$ cat config.mk
export PLATFORM = sky130hd
export DESIGN_NAME = sector_lock_ctrl
export DESIGN_NICKNAME = d
export VERILOG_FILES = /design/src/rtl/sector_lock_pkg.sv /design/src/rtl/slc_cmd_seq.sv /design/src/rtl/slc_lock_bank.sv /design/src/rtl/sector_lock_ctrl.sv
export SDC_FILE = /design/constraint.sdc
export NUM_CORES = 1
export LEC_CHECK = 0
export ABC_AREA = 0
export ABC_CLOCK_PERIOD_IN_PS = 2400
export BUFFER_PORTS_ARGS = -buffer_cell sky130_fd_sc_hd__buf_2
export CAP_MARGIN = 30
export CORE_ASPECT_RATIO = 0.7
export CORE_MARGIN = 5
export CORE_UTILIZATION = 43
export DETAILED_ROUTE_END_ITERATION = 10
export GPL_ROUTABILITY_DRIVEN = 0
export PLACE_DENSITY = 0.77
export RECOVER_POWER = 50
export SLEW_MARGIN = 5
export SYNTH_ARGS = -nofsm -noshare
export SYNTH_HDL_FRONTEND = slang
export SYNTH_SLANG_ARGS = --single-unit
$ cat constraint.sdc
create_clock -name clk -period 2.4 [get_ports clk]
set_input_delay 0.12 -clock clk [delete_from_list [all_inputs] [get_ports clk]]
set_output_delay 0.12 -clock clk [all_outputs]
set_load 0.01 [all_outputs]
$ cat src/rtl/sector_lock_pkg.sv
package sector_lock_pkg;

    localparam int DATA_W = 8;

    localparam logic [10:0] UNLK_OFS_A = 11'h555;
    localparam logic [10:0] UNLK_OFS_B = 11'h2AA;
    localparam logic [7:0]  UNLK_DAT_A = 8'hAA;
    localparam logic [7:0]  UNLK_DAT_B = 8'h55;
    localparam logic [7:0]  SETUP_DAT  = 8'h80;
    localparam logic [7:0]  LOCK_DAT   = 8'h60;

    // number of command steps already accepted
    typedef enum logic [2:0] {
        SEQ_IDLE  = 3'd0,
        SEQ_UA1   = 3'd1,
        SEQ_UB1   = 3'd2,
        SEQ_SETUP = 3'd3,
        SEQ_UA2   = 3'd4,
        SEQ_UB2   = 3'd5
    } seq_st_e;

    typedef struct packed {
        seq_st_e st;
    } seq_regs_t;

endpackage

$ cat src/rtl/slc_cmd_seq.sv
module slc_cmd_seq
    import sector_lock_pkg::*;
#(
    parameter int OFS_W  = 13,
    parameter int SECT_W = 3
) (
    input  logic              clk,
    input  logic              rst_n,
    input  logic              wr_en,
    input  logic [OFS_W-1:0]  wr_ofs,
    input  logic [SECT_W-1:0] wr_sect,
    input  logic [DATA_W-1:0] wr_data,
    output logic              set_fire,
    output logic [SECT_W-1:0] set_sect
);

    seq_regs_t seq_d, seq_q;

    function automatic logic step_ok(input logic [OFS_W-1:0] ofs, input logic [DATA_W-1:0] dat,
                                     input logic [10:0] want_ofs, input logic [7:0] want_dat);
        return (ofs == OFS_W'(want_ofs)) && (dat == want_dat);
    endfunction

    always_comb begin
        seq_d    = seq_q;
        set_fire = 1'b0;
        set_sect = wr_sect;
        if (wr_en) begin
            seq_d.st = SEQ_IDLE;
            unique case (seq_q.st)
                SEQ_IDLE:  if (step_ok(wr_ofs, wr_data, UNLK_OFS_A, UNLK_DAT_A)) seq_d.st = SEQ_UA1;
                SEQ_UA1:   if (step_ok(wr_ofs, wr_data, UNLK_OFS_B, UNLK_DAT_B)) seq_d.st = SEQ_UB1;
                SEQ_UB1:   if (step_ok(wr_ofs, wr_data, UNLK_OFS_A, SETUP_DAT))  seq_d.st = SEQ_SETUP;
                SEQ_SETUP: if (step_ok(wr_ofs, wr_data, UNLK_OFS_A, UNLK_DAT_A)) seq_d.st = SEQ_UA2;
                SEQ_UA2:   if (step_ok(wr_ofs, wr_data, UNLK_OFS_B, UNLK_DAT_B)) seq_d.st = SEQ_UB2;
                SEQ_UB2:   set_fire = (wr_data == LOCK_DAT);
                default:   seq_d.st = SEQ_IDLE;
            endcase
        end
    end

    always_ff @(posedge clk or negedge rst_n) begin
        if (!rst_n) seq_q <= '{st: SEQ_IDLE};
        else        seq_q <= seq_d;
    end

endmodule

$ cat src/rtl/slc_lock_bank.sv
module slc_lock_bank #(
    parameter int SECT_W = 3,
    localparam int NSECT = 1 << SECT_W
) (
    input  logic              clk,
    input  logic              rst_n,
    input  logic              set_fire,
    input  logic [SECT_W-1:0] set_sect,
    output logic [NSECT-1:0]  lock_q,
    output logic [NSECT-1:0]  lock_eff
);

    typedef struct packed {
        logic [NSECT-1:0] lock;
    } bank_regs_t;

    bank_regs_t bank_d, bank_q;
    logic [NSECT-1:0] set_mask;

    for (genvar g = 0; g < NSECT; g++) begin : g_sect
        assign set_mask[g] = set_fire && (set_sect == SECT_W'(g));
    end

    always_comb begin
        bank_d      = bank_q;
        bank_d.lock = bank_q.lock | set_mask;
    end

    assign lock_q   = bank_q.lock;
    assign lock_eff = bank_d.lock;

    always_ff @(posedge clk or negedge rst_n) begin
        if (!rst_n) bank_q <= '0;
        else        bank_q <= bank_d;
    end

endmodule

$ cat src/rtl/sector_lock_ctrl.sv
module sector_lock_ctrl
    import sector_lock_pkg::*;
#(
    parameter int ADDR_W = 16,
    parameter int SECT_W = 3
) (
    input  logic              clk,
    input  logic              rst_n,
    input  logic              wr_en,
    input  logic [ADDR_W-1:0] wr_addr,
    input  logic [7:0]        wr_data,
    input  logic              req_valid,
    input  logic [SECT_W-1:0] req_sect,
    output logic              req_allow,
    output logic              req_deny,
    input  logic              rd_en,
    input  logic [ADDR_W-1:0] rd_addr,
    input  logic              id_mode,
    output logic [7:0]        rd_data
);

    localparam int OFS_W  = ADDR_W - SECT_W;
    localparam int NSECT  = 1 << SECT_W;
    localparam int LK_OFS = 2;

    typedef struct packed {
        logic [DATA_W-1:0] rd_data;
    } top_regs_t;

    top_regs_t top_d, top_q;

    logic              set_fire;
    logic [SECT_W-1:0] set_sect;
    logic [NSECT-1:0]  lock_q;
    logic [NSECT-1:0]  lock_eff;
    logic [SECT_W-1:0] rd_sect;
    logic [OFS_W-1:0]  rd_ofs;

    slc_cmd_seq #(.OFS_W(OFS_W), .SECT_W(SECT_W)) u_seq (
        .clk      (clk),
        .rst_n    (rst_n),
        .wr_en    (wr_en),
        .wr_ofs   (wr_addr[OFS_W-1:0]),
        .wr_sect  (wr_addr[ADDR_W-1:OFS_W]),
        .wr_data  (wr_data),
        .set_fire (set_fire),
        .set_sect (set_sect)
    );

    slc_lock_bank #(.SECT_W(SECT_W)) u_bank (
        .clk      (clk),
        .rst_n    (rst_n),
        .set_fire (set_fire),
        .set_sect (set_sect),
        .lock_q   (lock_q),
        .lock_eff (lock_eff)
    );

    assign rd_sect = rd_addr[ADDR_W-1:OFS_W];
    assign rd_ofs  = rd_addr[OFS_W-1:0];

    // requests see a lock that lands in the same cycle
    assign req_deny  = req_valid &&  lock_eff[req_sect];
    assign req_allow = req_valid && !lock_eff[req_sect];

    always_comb begin
        top_d         = top_q;
        top_d.rd_data = '0;
        if (rd_en && id_mode && (rd_ofs == OFS_W'(LK_OFS)))
            top_d.rd_data = {{(DATA_W-1){1'b0}}, lock_eff[rd_sect]};
    end

    assign rd_data = top_q.rd_data;

    always_ff @(posedge clk or negedge rst_n) begin
        if (!rst_n) top_q <= '0;
        else        top_q <= top_d;
    end

endmodule

# Word-level counts from Yosys, hierarchy flattened
# Cells that the tools add are included.
dict set report classes {
  add_sub_neg 0
  n_mul 0
  n_div 0
  n_lt_le_gt_ge 2
  eq_ne 19
  shift 0
  muxes 13
  bitwise_logic 1
  reduce_logical 18
}
# operator n
set ops {}
lappend ops {{3-bit == test (second input constant)} 6}
lappend ops {{8-bit by 7-bit == test with 1-bit output (second input constant)} 2}
lappend ops {{8-bit == test (second input constant)} 2}
lappend ops {{1-bit logical AND} 15}
lappend ops {{3-bit one-hot mux with 5 select lines} 1}
lappend ops {{13-bit by 10-bit == test with 1-bit output (second input constant)} 1}
lappend ops {{13-bit by 11-bit == test with 1-bit output (second input constant)} 1}
lappend ops {{13-bit by 2-bit == test with 1-bit output (second input constant)} 1}
lappend ops {{3-bit by 2-bit == test with 1-bit output (second input constant)} 4}
lappend ops {{3-bit by 4-bit less-than comparator with 1-bit output (second input constant)} 2}
lappend ops {{8-bit bitwise OR} 1}
lappend ops {{1-bit binary-select mux with 3-bit select} 2}
lappend ops {{3-bit by 1-bit == test with 1-bit output (second input constant)} 2}
lappend ops {{3-bit zero test} 2}
lappend ops {{1-bit two-way mux} 6}
lappend ops {{3-bit two-way mux} 2}
lappend ops {{2-bit two-way mux} 2}
lappend ops {{1-bit zero test} 1}
dict set report word_totals {
  register_bits 12
  latch_bits 0
  mem_bits_rw 0
  romBits 0
  in_bits 49
  output_inout_bits 10
  elab_cells 56
  memories 0
}

# Longest topological paths before layout
# Gate-level depths: netlist of run 1.
dict set report logic_depth {
  word_depth 9
  mapped_depth 7
  ltp_nobuf 6
}

# Hierarchy
# Synthesis of run 1 repeated with hierarchy kept, for this count alone.
dict set report unflattened {
  hier_cells 88
  area_unflattened_um2 929.6
}
# mod instances cells_each area_per_inst_um2 seq_area_each_um2
set modules_own_cells {}
lappend modules_own_cells {slc_cmd_seq 1 44 376.6 75.1}
lappend modules_own_cells {slc_lock_bank 1 20 300.3 200.2}
lappend modules_own_cells {sector_lock_ctrl 1 24 252.7 25.0}

# Worst setup path after synthesis of run 1
# No wires, ideal clock.
dict set report synth_path {
  path_type {reg2out}
  start {reg u_seq.seq_q[2] in the netlist's numbering}
  end {out req_deny}
  t_arrival_ns 1.900
  required_time_ns 2.280
  setup_slack_ns 0.380
  path_stages_with_launch 7
  path_buffers 0
  cell_sequence {dfrtp_1 -> or4b_4 -> nor4_4 -> nand2_2 -> a311oi_1 -> a32oi_1 -> nor2b_1}
}
dict set report synth_between {
  elab_chain_len 8
  elab_cells_between_ends 15
  classes_between {1 x eq/ne; 4 x mux; 1 x bitwise; 9 x reduce/logical}
}
# item line
set synth_rtl {}
lappend synth_rtl {{from (decl)} slc_cmd_seq.sv:17} ;# seq_regs_t seq_d, seq_q;
lappend synth_rtl {{from (signal assigned)} slc_cmd_seq.sv:43} ;# if (!rst_n) seq_q <= '{st: SEQ_IDLE};
lappend synth_rtl {{from (signal assigned)} slc_cmd_seq.sv:44} ;# else seq_q <= seq_d;
lappend synth_rtl {{3-bit == test *} slc_cmd_seq.sv:30} ;# unique case (seq_q.st)
lappend synth_rtl {{1-bit two-way mux *} slc_cmd_seq.sv:30}
lappend synth_rtl {{1-bit two-way mux *} slc_cmd_seq.sv:28} ;# if (wr_en) begin
lappend synth_rtl {{1-bit logical AND} slc_lock_bank.sv:21} ;# assign set_mask[g] = set_fire && (set_sect == SECT_W'(g));
lappend synth_rtl {{8-bit bitwise OR *} slc_lock_bank.sv:26} ;# bank_d.lock = bank_q.lock | set_mask;
lappend synth_rtl {{1-bit binary-select mux with 3-bit select *} sector_lock_ctrl.sv:63} ;# assign req_deny = req_valid && lock_eff[req_sect];
lappend synth_rtl {{1-bit two-way mux (not written as such) *} sector_lock_ctrl.sv:63}
lappend synth_rtl {{1-bit logical AND *} sector_lock_ctrl.sv:63}
lappend synth_rtl {{to (decl)} sector_lock_ctrl.sv:15} ;# output logic req_deny,
# Mark *: on every way between the ends. The rest lies on a longest branch, timed or not. The select of a mux whose other input is x is not followed.

# Worst setup path after layout of run 1
dict set report layout_path {
  start {reg u_seq.seq_q[1] in the netlist's numbering}
  end {out req_allow}
}
dict set report layout_between {
  elab_chain_len 9
  elab_cells_between_ends 16
  classes_between {1 x eq/ne; 4 x mux; 1 x bitwise; 10 x reduce/logical}
}
# item line
set layout_rtl {}
lappend layout_rtl {{3-bit == test *} slc_cmd_seq.sv:30}
lappend layout_rtl {{1-bit two-way mux *} slc_cmd_seq.sv:30}
lappend layout_rtl {{1-bit two-way mux *} slc_cmd_seq.sv:28}
lappend layout_rtl {{1-bit logical AND} slc_lock_bank.sv:21}
lappend layout_rtl {{8-bit bitwise OR *} slc_lock_bank.sv:26}
lappend layout_rtl {{1-bit binary-select mux with 3-bit select *} sector_lock_ctrl.sv:64} ;# assign req_allow = req_valid && !lock_eff[req_sect];
lappend layout_rtl {{1-bit two-way mux (not written as such) *} sector_lock_ctrl.sv:64}
lappend layout_rtl {{1-bit zero test *} sector_lock_ctrl.sv:64}
lappend layout_rtl {{1-bit logical AND *} sector_lock_ctrl.sv:64}
lappend layout_rtl {{to (decl)} sector_lock_ctrl.sv:14} ;# output logic req_allow,
# Marked as above.

==> reports/summary.txt, run 1 <==
==================================================================================================
Status                                                                                finished, final reports clean
Top Ports                                                                                       59
Starting utilization of the core area                                                        0.463
RSZ-0062 raised after global routing                                                           yes
Maximum VDD drop                                                                            272 µV
Kind of capture point of the worst setup path                                           output pin
Synth cell types                                                                                44
Tightest hold margin                                                                     0.0894 ns
Post-DR wirelength/cell                                                                    15.0 µm
Setup_tns                                                                                     0 ns
Worst-case hold path end point                                                          rd_data[0]
TritonCTS clock tree                                                                         built
Antenna fix cells                                                                                0
Drc violations                                                                                   0
H-Tree Level Count                                                                               1
Type of the worst setup path                                                          register to output pin
Total of warnings raised by yosys                                                                0
Clock transition time at the flip-flop clock pins of the worst setup and hold paths        0.08 ns
Area of combinational cells with multiple inputs                                           731 µm²
Final-report setup violation count                                                               0
Number of routed nets with antenna violations                                                    0
Wire length of the first global-routing pass                                               4.40 mm
Y dimension of the die                                                                     50.9 µm
Num Clock Sinks                                                                                 12
Data required, critical path                                                               2.28 ns
Post-synth top area share                                                                    0.292
Overall overflow remaining after global route                                                    0
Achievable Freq                                                                            417 MHz
Reg-to-reg critical path endpoint                                                       rd_data[0]
Netlist area before placement                                                             1030 µm²
Flop2flop setup slack                                                                      0.45 ns
First DRT Iteration DRCs                                                                        47
Core occupancy in the finished layout                                                        0.650
Avg Inst Size Synth                                                                       8.44 µm²
Fraction of final layout cells sized beyond drive strength 1                                 0.436
Gate Count Post-Synth                                                                          122
Placed Area                                                                               1280 µm²
Overall die width                                                                          68.5 µm
Number of failing hold endpoints at the final stage                                              0
Placeable core region                                                                     2220 µm²
Count of pins over their slew limit                                                              0
PortBufs                                                                                        51
Path type of the worst min-delay path                                                 input port to register
Leakage                                                                                   0.687 nW
Main flop type after synthesis                                                        sky130_fd_sc_hd__dfrtp_1
Transition time of the tightest slew-check pin                                            0.723 ns
Clk Latency, worst-skew pair                                                               0.28 ns
Sum of internal, switching and leakage power                                                453 µW
Part of the cycle the worst path needs                                                       0.999
Worst setup slack after layout                                                          0.00126 ns
Fraction of registers with async set/reset                                                    1.00
Tightest slew margin relative to the limit                                                   0.518
Arrival time reported for the critical path endpoint                                       2.28 ns
Count of state elements after synthesis                                                         12
Clk root buf                                                                          sky130_fd_sc_hd__clkbuf_4
Post-synthesis sequential area ratio                                                         0.292
Number of CTS-inserted buffers                                                                   3
Post-Place Setup Slack                                                                    0.114 ns
Placed Cells incl. Taps                                                                        201
Fin cells                                                                                      213
Via count of the first global-routing pass                                                    1026
Number of antenna violations at the first check in global routing                                0
Number of enable-type register cells in the synthesized netlist                                  0
Standard-cell row count                                                                         14
Detailed-routing iteration count for the pre-antenna-repair pass                                 4
Total Die Area                                                                            3490 µm²
Cell type with the highest aggregate area in the netlist                              sky130_fd_sc_hd__dfrtp_1
Hold path startpoint                                                                   rd_addr[15]
Total wire length after detailed routing                                                   3.19 mm
Final #Nets                                                                                    232
Power density of the placed cells                                                       313 nW/µm²
Global-route usage over all layers                                                           0.164
Pin count of the biggest net entering global routing                                            13
Buffer levels on the longest clock path                                                          2
Detailed-route vias per instance                                                              5.51
Top cells by area, synth                                                              sky130_fd_sc_hd__dfrtp_1 (29%), sky130_fd_sc_hd__buf_4 (5.1%), sky130_fd_sc_hd__mux2i_1 (4.9%)
Worst hold stages                                                                                3
Detail Placement HPWL                                                                      2.47 mm
Worst reg2reg path startpoint                                                         u_seq.seq_q[1]
Final clock skew                                                                        0.00990 ns
Max Cap Violations                                                                               0
Largest fanout on the critical path                                                              5
Sort of element at the start of the critical path                                         register
Path depth of the worst reg2reg path                                                             8
Synthesis-to-finish area growth                                                              40.5%
Final std cell area, no fill                                                              1450 µm²
Vias                                                                                          1173
Fillers                                                                                        181
Register cell area after layout                                                            303 µm²
Final min period                                                                           2.40 ns
==================================================================================================
## routing by layer
| metal | part of all wire | global-route usage |
|---|---|---|
| met5 | 0 | 0 |
| met4 | 0.0041 | 0.0264 |
| met1 | 0.40 | 0.217 |
| met3 | 0.062 | 0.0548 |
| met2 | 0.53 | 0.263 |
## worst max path at each step
stage	startpoint	endpoint	slack, ns	cells past startpoint
floorplan	u_seq.seq_q[2]	req_deny	0.38	6
global placement	u_seq.seq_q[2]	req_allow	0.20	7
detailed placement	u_seq.seq_q[2]	req_allow	0.11	7
CTS	u_seq.seq_q[1]	req_allow	0.001	7
global route	u_seq.seq_q[1]	req_allow	-0.08	8
finish	u_seq.seq_q[1]	req_allow	0.001	8
## cells in the mapped netlist (2+ instances only)
library cell	instances
sky130_fd_sc_hd__a21oi_1	7
sky130_fd_sc_hd__o21ai_0	3
sky130_fd_sc_hd__clkbuf_1	3
sky130_fd_sc_hd__mux2i_1	5
sky130_fd_sc_hd__or3_1	4
sky130_fd_sc_hd__o21bai_1	2
sky130_fd_sc_hd__nor4b_1	2
sky130_fd_sc_hd__a31o_2	2
sky130_fd_sc_hd__inv_1	6
sky130_fd_sc_hd__dfrtp_1	12
sky130_fd_sc_hd__nand3b_1	3
sky130_fd_sc_hd__nand3_1	5
sky130_fd_sc_hd__buf_4	7
sky130_fd_sc_hd__nor3_1	7
sky130_fd_sc_hd__nor4_1	2
sky130_fd_sc_hd__nor2_1	5
sky130_fd_sc_hd__or4_1	2
sky130_fd_sc_hd__nand2_1	7
sky130_fd_sc_hd__nand4_1	4
sky130_fd_sc_hd__nand2b_1	6
sky130_fd_sc_hd__nor4bb_1	2
sky130_fd_sc_hd__a31oi_1	2
sky130_fd_sc_hd__or4bb_1	3
## where the power goes
part / switching (mW) / leakage [nW] / internal [mW]
Sequential: 0.00139 / 0.163 / 0.203
Clock: 0.0673 / 0.0138 / 0.0581
Combinational: 0.0654 / 0.510 / 0.0573
Total: 0.134 / 0.687 / 0.319
## placed cells by master, fill, tap and decap left out, drive strengths merged, types with 5 or more instances in the layout
cell,instances
nor2,5
nand2b,6
inv,6
conb,7
a21oi,7
dfrtp,12
buf,58
nand3,5
mux2i,5
nor3,7
nand2,8
## layout make-up
class                           instances  share of cell area
Clock buffer                            3              0.0156
Inverter                                6              0.0156
Multi-Input combinational cell        100               0.505
Sequential cell                        12               0.209
Tap cell                               32              0.0277
Timing Repair Buffer                   60               0.227
## state kept, by name, summed over array words and instances, names as in the netlist
| register | cells |
|---|---|
| u_seq.seq_q | 3 |
| u_bank.lock_q | 8 |
| rd_data | 1 |
## cells by family (layout without fill, tap and decap cells)
| kind of cell | after synthesis | count (layout) | share of synthesized area |
|---|---|---|---|
| flip-flops | 12 | 12 | 0.292 |
| AO/OA/AOI/OAI | 25 | 25 | 0.166 |
| AND/OR/NAND/NOR | 62 | 62 | 0.397 |
| buffers and inverters | 16 | 69 | 0.0838 |
| XOR/XNOR | 1 | 1 | 0.00851 |
| multiplexers | 5 | 5 | 0.0486 |
| other | 1 | 7 | 0.00364 |
## critical path: stages, from the launching register on
cell	delay [ns]
sky130_fd_sc_hd__dfrtp_2	0.41
sky130_fd_sc_hd__or4bb_4	0.53
sky130_fd_sc_hd__nor4_4	0.27
sky130_fd_sc_hd__buf_6	0.17
sky130_fd_sc_hd__a31oi_4	0.10
sky130_fd_sc_hd__nand3b_1	0.12
sky130_fd_sc_hd__a32oi_2	0.10
sky130_fd_sc_hd__and2_1	0.17
sky130_fd_sc_hd__buf_2	0.13
## what timing repair did
| action | CTS | global route |
|---|---|---|
| resized for setup | 2 | 12 |
| setup endpoints to repair | 2 | 2 |
| pin swaps | 1 | 4 |
| hold buffers | 1 | 0 |
| buffers inserted | 1 | 7 |
| hold endpoints to repair | 12 | 0 |
Power figures use the tool's default switching activity.
==> inputs of run 2 (changes only) <==
Settings changed: CORE_UTILIZATION 43 to 42, SYNTH_HIERARCHICAL set to 1.
==> run 2 against run 1 <==
The flow now finishes with violations (negative setup slack). Sequential share of layout area rose by 2.1 points. Total power rose by 2.2%. Sequential power barely moved. Routed wire length fell by 4.3%. Hold slack got worse by 0.0051 ns. First-iteration DRC count rose by 120%. Via count fell by 9.2%. Core utilization fell by 3.9 points. Clock power rose by 34%. Non-clock buffer count rose by 3. Global-route usage rose by 2.2 points. Largest cell class unchanged.
==> reports/summary.txt, run 2 <==
==================================================================================================
Main flop type after synthesis                                                        sky130_fd_sc_hd__dfrtp_1   unchanged
Number of routed nets with antenna violations                                                    0   unchanged
Leakage                                                                                   0.657 nW   was 0.687 nW
Xor/xnor cell area share of the yosys netlist                                                    0   was 0.00851
Number of CTS-inserted buffers                                                                   3   unchanged
Dominant combinational cell family by area after synthesis                            simple AND/OR/NAND/NOR gates   unchanged
Total Die Area                                                                            3270 µm²   was 3490 µm²
Post-DR wirelength/cell                                                                    16.7 µm   was 15.0 µm
Arrival time reported for the critical path endpoint                                       2.35 ns   was 2.28 ns
Clk Latency, worst-skew pair                                                               0.29 ns   was 0.28 ns
Maximum VDD drop                                                                            184 µV   was 272 µV
Status                                                                                finished, violations left   was finished, final reports clean
Transition time of the tightest slew-check pin                                            0.685 ns   was 0.723 ns
Post-Place Setup Slack                                                                    0.115 ns   was 0.114 ns
Global-route usage over all layers                                                           0.186   was 0.164
Detailed-routing iteration count for the pre-antenna-repair pass                                 4   unchanged
Largest fanout on the critical path                                                              4   was 5
Tightest hold margin                                                                     0.0843 ns   was 0.0894 ns
Final clock skew                                                                        0.00597 ns   was 0.00990 ns
Overall overflow remaining after global route                                                    0   unchanged
Pin count of the biggest net entering global routing                                            13   unchanged
Y dimension of the die                                                                     49.4 µm   was 50.9 µm
RSZ-0062 raised after global routing                                                           yes   unchanged
Number of failing hold endpoints at the final stage                                              0   unchanged
Detailed-route vias per instance                                                              5.82   was 5.51
Compound-Gate Fraction of Synth Area                                                         0.128   was 0.166
Count of pins over their slew limit                                                              0   unchanged
Fraction of final layout cells sized beyond drive strength 1                                 0.517   was 0.436
Kind of capture point of the worst setup path                                           output pin   unchanged
Violations in the final reports                                                       negative setup slack
Data required, critical path                                                               2.28 ns   about the same
Buffer levels on the longest clock path                                                          2   unchanged
Clk root buf                                                                          sky130_fd_sc_hd__clkbuf_4   unchanged
Fraction of registers with async set/reset                                                    1.00   unchanged
Final-report setup violation count                                                               2   was 0
Sort of element at the start of the critical path                                         register   unchanged
Drc violations                                                                                   0   unchanged
Synthesis-to-finish area growth                                                              40.5%   about the same
Count of state elements after synthesis                                                         12   unchanged
H-Tree Level Count                                                                               1   unchanged
Part of the cycle the worst path needs                                                        1.03   was 0.999
Clock transition time at the flip-flop clock pins of the worst setup and hold paths        0.07 ns   was 0.08 ns
Setup_tns                                                                               -0.0906 ns   was 0 ns
Cell type with the highest aggregate area in the netlist                              sky130_fd_sc_hd__dfrtp_1   unchanged
Total of warnings raised by yosys                                                                6   was 0
Worst setup slack after layout                                                          -0.0677 ns   was 0.00126 ns
Synth cell types                                                                                38   was 44
Avg Inst Size Synth                                                                       10.6 µm²   was 8.44 µm²
Most common cell in the netlist                                                       sky130_fd_sc_hd__dfrtp_1   unchanged
Type of the worst setup path                                                          register to output pin   unchanged
Global-route met2 utilization                                                                0.305   was 0.263
Met1 Usage GRT                                                                               0.219   was 0.217
Vias                                                                                          1065   was 1173
Simple logic cell fraction of the synthesized area                                           0.322   was 0.397
Starting utilization of the core area                                                        0.435   was 0.463
Number of flip-flops in the largest register                                                     8   unchanged
Core occupancy in the finished layout                                                        0.611   was 0.650
Top Ports                                                                                       59   unchanged
Path type of the worst min-delay path                                                 input port to register   unchanged
TritonCTS clock tree                                                                         built   unchanged
Leading cell types in the layout, fill and taps excluded                              sky130_fd_sc_hd__buf_2 (50), sky130_fd_sc_hd__dfrtp_1 (12), sky130_fd_sc_hd__buf_4 (11)   was sky130_fd_sc_hd__buf_2 (50), sky130_fd_sc_hd__dfrtp_1 (10), sky130_fd_sc_hd__nor3_1 (7), sky130_fd_sc_hd__conb_1 (7), sky130_fd_sc_hd__buf_4 (7)
Multiplexer area fraction after synthesis                                                    0.127   was 0.0486
Detail Placement HPWL                                                                      2.22 mm   was 2.47 mm
Power density of the placed cells                                                       354 nW/µm²   was 313 nW/µm²
Final min period                                                                           2.47 ns   was 2.40 ns
PortBufs                                                                                        51   unchanged
Final #Nets                                                                                    201   was 232
Total wire length after detailed routing                                                   3.05 mm   was 3.19 mm
Achievable Freq                                                                            405 MHz   was 417 MHz
Commonest cells in the netlist                                                        sky130_fd_sc_hd__dfrtp_1 (12), sky130_fd_sc_hd__buf_4 (10), sky130_fd_sc_hd__nor2_1 (8), sky130_fd_sc_hd__a31o_1 (4), sky130_fd_sc_hd__inv_1 (4)   was sky130_fd_sc_hd__dfrtp_1 (12), sky130_fd_sc_hd__a21oi_1 (7), sky130_fd_sc_hd__buf_4 (7), sky130_fd_sc_hd__nand2_1 (7), sky130_fd_sc_hd__nor3_1 (7)
Antenna fix cells                                                                                0   unchanged
Post-synthesis sequential area ratio                                                         0.323   was 0.292
Standard-cell row count                                                                         14   unchanged
Num Clock Sinks                                                                                 12   unchanged
Via count of the first global-routing pass                                                    1031   was 1026
Number of enable-type register cells in the synthesized netlist                                  0   unchanged
Overall die width                                                                          66.2 µm   was 68.5 µm
Gate Count Post-Synth                                                                           88   was 122
Number of antenna violations at the first check in global routing                                0   unchanged
Most utilized layer in the global route result                                                met2   unchanged
Top cells by area, synth                                                              sky130_fd_sc_hd__dfrtp_1 (32%), sky130_fd_sc_hd__buf_4 (8.1%), sky130_fd_sc_hd__mux4_1 (5.7%)   was sky130_fd_sc_hd__dfrtp_1 (29%), sky130_fd_sc_hd__buf_4 (5.1%), sky130_fd_sc_hd__mux2i_1 (4.9%)
Commonest non-fill, non-tap cell in the layout                                        sky130_fd_sc_hd__buf_2   unchanged
First DRT Iteration DRCs                                                                       103   was 47
Adder-cell share of the synthesized area                                                         0   unchanged
Post-synth top area share                                                                    0.323   was 0.292
Max Cap Violations                                                                               0   unchanged
Wire length of the first global-routing pass                                               4.62 mm   was 4.40 mm
Global-route met3 utilization                                                               0.0392   was 0.0548
Placeable core region                                                                     2140 µm²   was 2220 µm²
Netlist area before placement                                                              930 µm²   was 1030 µm²
Tightest slew margin relative to the limit                                                   0.543   was 0.518
==================================================================================================
[run 2: cell types whose count changed after synthesis, moves of 4 or more]
cell                       before  now
sky130_fd_sc_hd__a31o_1         0    4
sky130_fd_sc_hd__a21oi_1        7    0
sky130_fd_sc_hd__nand2b_1       6    1
sky130_fd_sc_hd__nand2_1        7    1
sky130_fd_sc_hd__or3_1          4    0
sky130_fd_sc_hd__nor3_1         7    3
[run 2: critical path: stages, from the launching register on]
cell and delay (ns):
sky130_fd_sc_hd__dfrtp_1 0.39, sky130_fd_sc_hd__nand4_1 0.10, sky130_fd_sc_hd__and4bb_2 0.29, sky130_fd_sc_hd__buf_4 0.15
sky130_fd_sc_hd__a41o_4 0.22, sky130_fd_sc_hd__mux4_2 0.48, sky130_fd_sc_hd__mux2i_2 0.18, sky130_fd_sc_hd__and2_1 0.14
sky130_fd_sc_hd__buf_2 0.12
[run 2: area by class of cell]
type	instances	area (µm²)
clock buffer	4	36.3
inverter	4	15.0
sequential	12	300
multi-input combinational	68	568
timing repair buffer	63	347
tap	32	40.0
fill	173	831
[run 2: logic make-up (layout without fill, tap and decap cells)]
family / count (synthesis) / in the layout
AND/OR/NAND/NOR: 41 / 41
AO/OA/AOI/OAI: 14 / 14
buffers and inverters: 14 / 71
flip-flops: 12 / 12
multiplexers: 6 / 6
other: 1 / 7
[run 2: worst paths after layout]
kind,from,end,slack [ns],cells after the start
worst max-delay path,u_seq/seq_q[0],req_allow,-0.07,8
worst min-delay path,rd_addr[4],rd_data[0],0.08,4
worst max register to register,u_seq/seq_q[0],rd_data[0],0.21,9
worst min register to register,u_bank/lock_q[4],u_bank/lock_q[4],0.50,1
max in group asynchronous,rst_n,u_seq/seq_q[0],1.59,2
min in group asynchronous,rst_n,u_bank/lock_q[4],0.37,2
[run 2: per-stage QoR]
step	area [µm²]	instances	power (mW)
after floorplan	952	94	0.247
final	1310	183	0.463
after CTS	1280	180	0.458
after global routing	1310	183	0.488
after detailed placement	1180	168	0.290
after global placement	1180	168	0.288
[run 2: routing by layer]
metal,share of wire,vias up
met2,0.50,79
met5,0,-
li1,-,461
met1,0.36,515
met4,0.027,0
met3,0.12,10
[run 2: repair_timing]
action | CTS | global route
setup endpoints to repair | 2 | 2
pin swaps | 4 | 5
hold endpoints to repair | 12 | 0
buffers inserted | 7 | 3
resized for setup | 5 | 1
cloned | 0 | 0
hold buffers | 1 | 0
[run 2: power by group]
group / internal [mW] / switching, mW / leakage (nW)
sequential: 0.203 / 0.000734 / 0.166
clock: 0.0926 / 0.0758 / 0.0210
combinational: 0.0446 / 0.0459 / 0.470
